### src/rtl/resp_watch_pkg.sv
package resp_watch_pkg;

  typedef enum logic [1:0] {
    ST_IDLE      = 2'd0,
    ST_WAIT_HEAD = 2'd1,
    ST_WAIT_WORD = 2'd2
  } watchState_t;

  // Strobes from control to datapath
  typedef struct packed {
    logic cntClr;
    logic cntInc;
    logic capture;
  } dpStrobe_t;

endpackage

### src/rtl/resp_watch_dp.sv
module resp_watch_dp
  import resp_watch_pkg::*;
#(
  parameter int RESP_W        = 32,
  parameter int TIMEOUT_TICKS = 64
) (
  input  logic              clk,
  input  logic              rstN,
  input  dpStrobe_t         strobe,
  input  logic [RESP_W-1:0] respWord,
  input  logic [RESP_W-1:0] statusMask,
  input  logic [RESP_W-1:0] statusRef,
  output logic              cntHit,
  output logic              mismatch,
  output logic [RESP_W-1:0] lastResp
);

  localparam int CNT_W = (TIMEOUT_TICKS > 1) ? $clog2(TIMEOUT_TICKS) : 1;
  localparam logic [CNT_W-1:0] LAST_CNT = CNT_W'(TIMEOUT_TICKS - 1);

  logic [CNT_W-1:0] tickCnt;

  always_ff @(posedge clk or negedge rstN) begin
    if (!rstN) begin
      tickCnt <= '0;
    end else if (strobe.cntClr) begin
      tickCnt <= '0;
    end else if (strobe.cntInc) begin
      tickCnt <= tickCnt + 1'b1;
    end
  end

  always_ff @(posedge clk or negedge rstN) begin
    if (!rstN) begin
      lastResp <= '0;
    end else if (strobe.capture) begin
      lastResp <= respWord;
    end
  end

  assign cntHit   = (tickCnt == LAST_CNT);
  assign mismatch = |((respWord ^ statusRef) & statusMask);

endmodule

### src/rtl/resp_watch_ctrl.sv
module resp_watch_ctrl
  import resp_watch_pkg::*;
(
  input  logic      clk,
  input  logic      rstN,
  input  logic      sclkTick,
  input  logic      cmdStart,
  input  logic      cmdDone,
  input  logic      expectResp,
  input  logic      isR1,
  input  logic      respStart,
  input  logic      respValid,
  input  logic      swClear,
  input  logic      cntHit,
  input  logic      mismatch,
  output dpStrobe_t strobe,
  output logic      errFlag,
  output logic      toFlag,
  output logic      errIrq,
  output logic      toIrq
);

  watchState_t state;
  logic        r1Pending;
  logic        override;
  logic        expire;
  logic        statusBad;

  assign override  = swClear | cmdStart | cmdDone;
  assign expire    = !override && (state == ST_WAIT_HEAD) && !respStart
                     && sclkTick && cntHit;
  assign statusBad = !override && (state == ST_WAIT_WORD) && respValid
                     && r1Pending && mismatch;

  always_comb begin
    strobe.cntClr  = override;
    strobe.cntInc  = !override && (state == ST_WAIT_HEAD) && !respStart
                     && sclkTick && !cntHit;
    strobe.capture = !override && (state == ST_WAIT_WORD) && respValid;
  end

  always_ff @(posedge clk or negedge rstN) begin
    if (!rstN) begin
      state     <= ST_IDLE;
      r1Pending <= 1'b0;
      errFlag   <= 1'b0;
      toFlag    <= 1'b0;
      errIrq    <= 1'b0;
      toIrq     <= 1'b0;
    end else if (swClear) begin
      state     <= ST_IDLE;
      r1Pending <= 1'b0;
      errFlag   <= 1'b0;
      toFlag    <= 1'b0;
      errIrq    <= 1'b0;
      toIrq     <= 1'b0;
    end else begin
      errIrq <= statusBad & ~errFlag;
      toIrq  <= expire & ~toFlag;
      if (statusBad) errFlag <= 1'b1;
      if (expire)    toFlag  <= 1'b1;
      if (cmdStart) begin
        state <= ST_IDLE;
      end else if (cmdDone) begin
        state     <= expectResp ? ST_WAIT_HEAD : ST_IDLE;
        r1Pending <= isR1;
      end else begin
        unique case (state)
          ST_WAIT_HEAD: begin
            if (respStart)   state <= ST_WAIT_WORD;
            else if (expire) state <= ST_IDLE;
          end
          ST_WAIT_WORD: if (respValid) state <= ST_IDLE;
          default:      state <= ST_IDLE;
        endcase
      end
    end
  end

endmodule

### src/rtl/resp_watch.sv
module resp_watch
  import resp_watch_pkg::*;
#(
  parameter int RESP_W        = 32,
  parameter int TIMEOUT_TICKS = 64
) (
  input  logic              clk,
  input  logic              rstN,
  input  logic              sclkTick,
  input  logic              cmdStart,
  input  logic              cmdDone,
  input  logic              expectResp,
  input  logic              isR1,
  input  logic              respStart,
  input  logic              respValid,
  input  logic [RESP_W-1:0] respWord,
  input  logic [RESP_W-1:0] statusMask,
  input  logic [RESP_W-1:0] statusRef,
  input  logic              swClear,
  output logic              errFlag,
  output logic              toFlag,
  output logic              errIrq,
  output logic              toIrq,
  output logic              haltDma,
  output logic [RESP_W-1:0] lastResp
);

  dpStrobe_t strobe;
  logic      cntHit;
  logic      mismatch;

  resp_watch_ctrl u_ctrl (
    .clk(clk), .rstN(rstN), .sclkTick(sclkTick), .cmdStart(cmdStart),
    .cmdDone(cmdDone), .expectResp(expectResp), .isR1(isR1),
    .respStart(respStart), .respValid(respValid), .swClear(swClear),
    .cntHit(cntHit), .mismatch(mismatch), .strobe(strobe),
    .errFlag(errFlag), .toFlag(toFlag), .errIrq(errIrq), .toIrq(toIrq)
  );

  resp_watch_dp #(.RESP_W(RESP_W), .TIMEOUT_TICKS(TIMEOUT_TICKS)) u_dp (
    .clk(clk), .rstN(rstN), .strobe(strobe), .respWord(respWord),
    .statusMask(statusMask), .statusRef(statusRef), .cntHit(cntHit),
    .mismatch(mismatch), .lastResp(lastResp)
  );

  assign haltDma = errFlag | toFlag;

endmodule

### config.mk
export PLATFORM = sky130hd
export DESIGN_NAME = resp_watch
export DESIGN_NICKNAME = d
export VERILOG_FILES = /design/src/rtl/resp_watch_pkg.sv /design/src/rtl/resp_watch_dp.sv /design/src/rtl/resp_watch_ctrl.sv /design/src/rtl/resp_watch.sv
export SDC_FILE = /design/constraint.sdc
export NUM_CORES = 1
export LEC_CHECK = 0
export ABC_AREA = 1
export BUFFER_PORTS_ARGS = -buffer_cell sky130_fd_sc_hd__buf_2
export CELL_PAD_IN_SITES_DETAIL_PLACEMENT = 0
export CELL_PAD_IN_SITES_GLOBAL_PLACEMENT = 1
export CORE_ASPECT_RATIO = 0.9
export CORE_MARGIN = 3
export CORE_UTILIZATION = 30
export DETAILED_ROUTE_END_ITERATION = 10
export HOLD_SLACK_MARGIN = 0.1
export PLACE_DENSITY_LB_ADDON = 0.1
export SETUP_SLACK_MARGIN = 0.02
export SKIP_LAST_GASP = 1
export SLEW_MARGIN = 20
export SYNTH_ARGS = -nofsm -noshare
export SYNTH_HDL_FRONTEND = slang
export SYNTH_HIERARCHICAL = 1
export SYNTH_SLANG_ARGS = --single-unit
### constraint.sdc
create_clock -name clk -period 2.05 [get_ports clk]
set_clock_uncertainty 0.2 [all_clocks]
set_input_delay 0.41 -clock clk [delete_from_list [all_inputs] [get_ports clk]]
set_output_delay 0.41 -clock clk [all_outputs]
set_load 0.03 [all_outputs]
==> key figures <==
Worst setup path
  – CP startpoint: u_dp/tickCnt[0]
  – Crit path depth: 9
  – Worst path arrival time: between 1500 and 2000 ps
  – Worst r2r src: u_dp/tickCnt[0]
  – Buf/Inv on CP: 0
  – Crit Path Max Fanout: 5
  – CP Launch Type: flop
  – CP max stage delay: about 450 ps
  – Flop-to-flop setup slack: roughly 170 ps
  – Critical R2R Capture: u_dp/tickCnt[3]
  – Cells along the critical path: ha_1 -> nand4_1 -> nor2_1 -> nor2_1 -> nor2_4 -> nor2_4 -> nand3_1 -> o21ai_1 -> a21oi_1
  – CP max-delay cell: dfrtp_1
  – Setup crit end kind: flop
  – CP required: around 2000 ps
  – Crit path kind: reg -> reg
  – Crit-path leading delay family: simple AND/OR/NAND/NOR gates
  – Reg2reg path depth: 9
  – CP endpoint: u_dp/tickCnt[3]

Global route
  – Tot GR Track Use: 14.21%
  – Vias in the first global route: between 2000 and 3000
  – Total grt overflow: 0
  – Largest net degree at the start of global routing: 28
  – Initial antenna violation count: 0
  – First-pass GRT wire length: roughly 11 mm

Route
  – Detailed-route wire length per cell: between 10 and 15 um
  – Detailed Routing Iterations Pass 1: 4
  – 1st-iter DRT viols: roughly 80
  – Post-Route WL: around 7 mm
  – Post-route ant nets: 0
  – Vias per cell: ~4.2
  – Vias: around 2600
  – Drc violations: 0

Placement
  – Dpl hpwl: roughly 6.0 mm
  – DP Area: roughly 3600 um^2
  – Post-Place Setup Slack: between 100 and 150 ps
  – Routability Congestion: 0.7788
  – Port bufs: between 100 and 150

Yosys
  – Synth area leaders: dfrtp_1, nand2_1, inv_1
  – Syn_area_per_cell: slightly above 7 um^2
  – Yosys warning total: 6
  – Post-Syn Nets: 474
  – Register bit total from synthesis: between 40 and 50
  – Synth cell types: 27
  – Mapped Cells: approximately 370
  – Area leader, netlist: dfrtp_1
  – Top-area cell type share of the netlist area: 42.29%
  – Synthesized area: ~2700 um^2
  – Sequential-to-total area share from yosys stat: a little over two fifths

Cells and area
  – Commonest cells after routing, fill and taps aside: buf_2, nand2_1, inv_1
  – Design Area, Final: between 3000 and 4000 um^2
  – Area Growth Syn to Fin: 36.61%
  – Sequential cell area: between 1000 and 1500 um^2
  – NumNets Final: about 620
  – # fillers: just under 900
  – Share of layout cells above drive strength 1: 38.45%
  – Area of the multi-input gates: around 1200 um^2
  – Ant diodes: 0
  – Commonest non-fill, non-tap cell in the layout: buf_2

CTS
  – Worst-skew pair later-pin latency: 290 ps
  – Clock sink count: 45
  – H-tree Lvls: 2
  – CTS tree: built
  – Clock root buffer: clkbuf_8
  – Post-CTS sizing: 0
  – CTS Buf Count: 5
  – Clock-pin transition on the worst setup and hold timing paths: 80 ps
  – Clock buffer depth: 2

Pwr
  – Peak supply drop: about 0.00021 V
  – Net Sw Frac: 27.81%
  – Power Density: slightly below 500 nW/um^2
  – Clock power share: about 28%
  – Comb power frac: 20.3%
  – Pint: between 1 and 1.5 mW
  – Leak pwr: roughly 2.2 nW
  – Sequential power share: 51.6%
  – Switching pwr: around 0.50 mW
  – Total power: 1.782 mW

Die
  – IO Pins: 143
  – Initial Util: around a third
  – Chip Height: 95.38 um
  – Full die area: ~10000 um^2
  – Core area: ~8300 um^2
  – Site row count: 31
  – Die width: roughly 110 um

Timing
  – Final setup violation count: 0
  – Worst-margin pin slew: between 400 and 500 ps
  – Max Fclk: approximately 530 MHz
  – Final-report hold violation count: 0
  – Unrepaired setup endpoints after global routing: no
  – Relative slew slack: between 60% and 70%
  – Final min period: 1876 ps
  – Final WS setup: 174.0 ps
  – Setup TNS: 0 ps
  – Max-slew violations: 0
  – Fin Hold WS: ~130 ps
  – Final period util: between 90% and 100%

Run
  – Max_cap viols: 0

Min path
  – Hold Crit Class: in -> reg

Run status
  – Status: complete, no violations
[worst min path at each step]
stage / start / end / cells after the start
final: swClear / u_ctrl/errFlag / 2
after global routing: swClear / u_ctrl/errFlag / 2
after CTS: swClear / u_ctrl/errFlag / 2
after detailed placement: rstN / u_dp/lastResp[25] / 1
after global placement: rstN / u_dp/lastResp[20] / 1
after floorplan: rstN / u_ctrl/errFlag / 0
[cell families (layout without fill, tap and decap cells)]
kind of cell | after synthesis | in the layout | share of synthesized area (%)
XOR/XNOR | 1 | 1 | 0.3290
adder cells (fa/ha/maj) | 1 | 1 | 0.4698
AO/OA/AOI/OAI | 40 | 40 | 10.43
multiplexers | 4 | 4 | 1.974
AND/OR/NAND/NOR | 193 | 193 | 31.63
buffers and inverters | 83 | 231 | 12.88
flip-flops | 45 | 45 | 42.29
[flip-flops by register name, indices dropped and copies added, names as in the netlist]
name	cells
u_ctrl/r1Pending	1
u_ctrl/toFlag	1
u_dp/tickCnt	6
u_ctrl/errFlag	1
u_dp/lastResp	32
u_ctrl/state	2
u_ctrl/errIrq	1
u_ctrl/toIrq	1
[power groups by stage]
stage / logic (mW) / registers, mW / clock network (mW)
6_report: 0.361 / 0.920 / 0.500
5_1_grt: 0.412 / 0.923 / 0.553
4_1_cts: 0.369 / 0.920 / 0.532
3_5_place_dp: 0.367 / 0.938 / 0
3_3_place_gp: 0.362 / 0.937 / 0
2_1_floorplan: 0.136 / 0.977 / 0
[per-stage QoR]
step | utilization (%) | instances
after floorplan | - | 367
after global placement | 42.61 | 623
after detailed placement | 42.61 | 623
after CTS | 43.62 | 630
after global routing | 43.62 | 630
final | 43.62 | 630
[area by class of cell]
class	instances	area share, %
Multi-Input combinational cell	239	33.02
Inverter	75	7.740
Tap cell	115	3.956
Sequential cell	45	30.96
Clock inverter	1	0.1376
Clock buffer	5	1.892
Timing Repair Buffer	150	22.29
[Yosys cell counts]
library cell and number:
nor3_1 2, mux2_4 2, o21ai_1 3, or2_0 2
o21ai_0 3, inv_1 64, ha_1 1, nor2_2 3
nor2_1 43, or2_1 2, buf_4 1, nand4_2 1
nand3_1 38, dfrtp_1 45, nand2_1 93, inv_2 11
nand3_2 1, nor2_4 3, a211oi_1 1, nand2_2 1
nand4_1 4, xnor2_1 1, mux2_1 2, a21oi_2 20
a21oi_1 13, buf_6 3, buf_2 4
[worst register-to-register path, delay by kind of cell (launching register included)]
family | cells | cell delay (ps)
AOI/OAI and AO/OA | 2 | 180
and+or+nand+nor | 6 | 680
DFF | 1 | 450
adders and majority gates | 1 | 270
[timing repair]
item / in CTS / in global routing
endpoints found under the hold margin: 18 / 0
setup buffers: 0 / 0
hold buffers: 1 / 0
[routing by layer]
metal | vias to the layer above | share of wire (%) | track usage [%]
li1 | 1421 | - | -
met1 | 1135 | 46 | 18.15
met2 | 87 | 46 | 23.83
met3 | 5 | 7.2 | 3.453
met4 | 0 | 1.1 | 4.590
met5 | - | 0 | 0
Power figures use the tool's default switching activity.
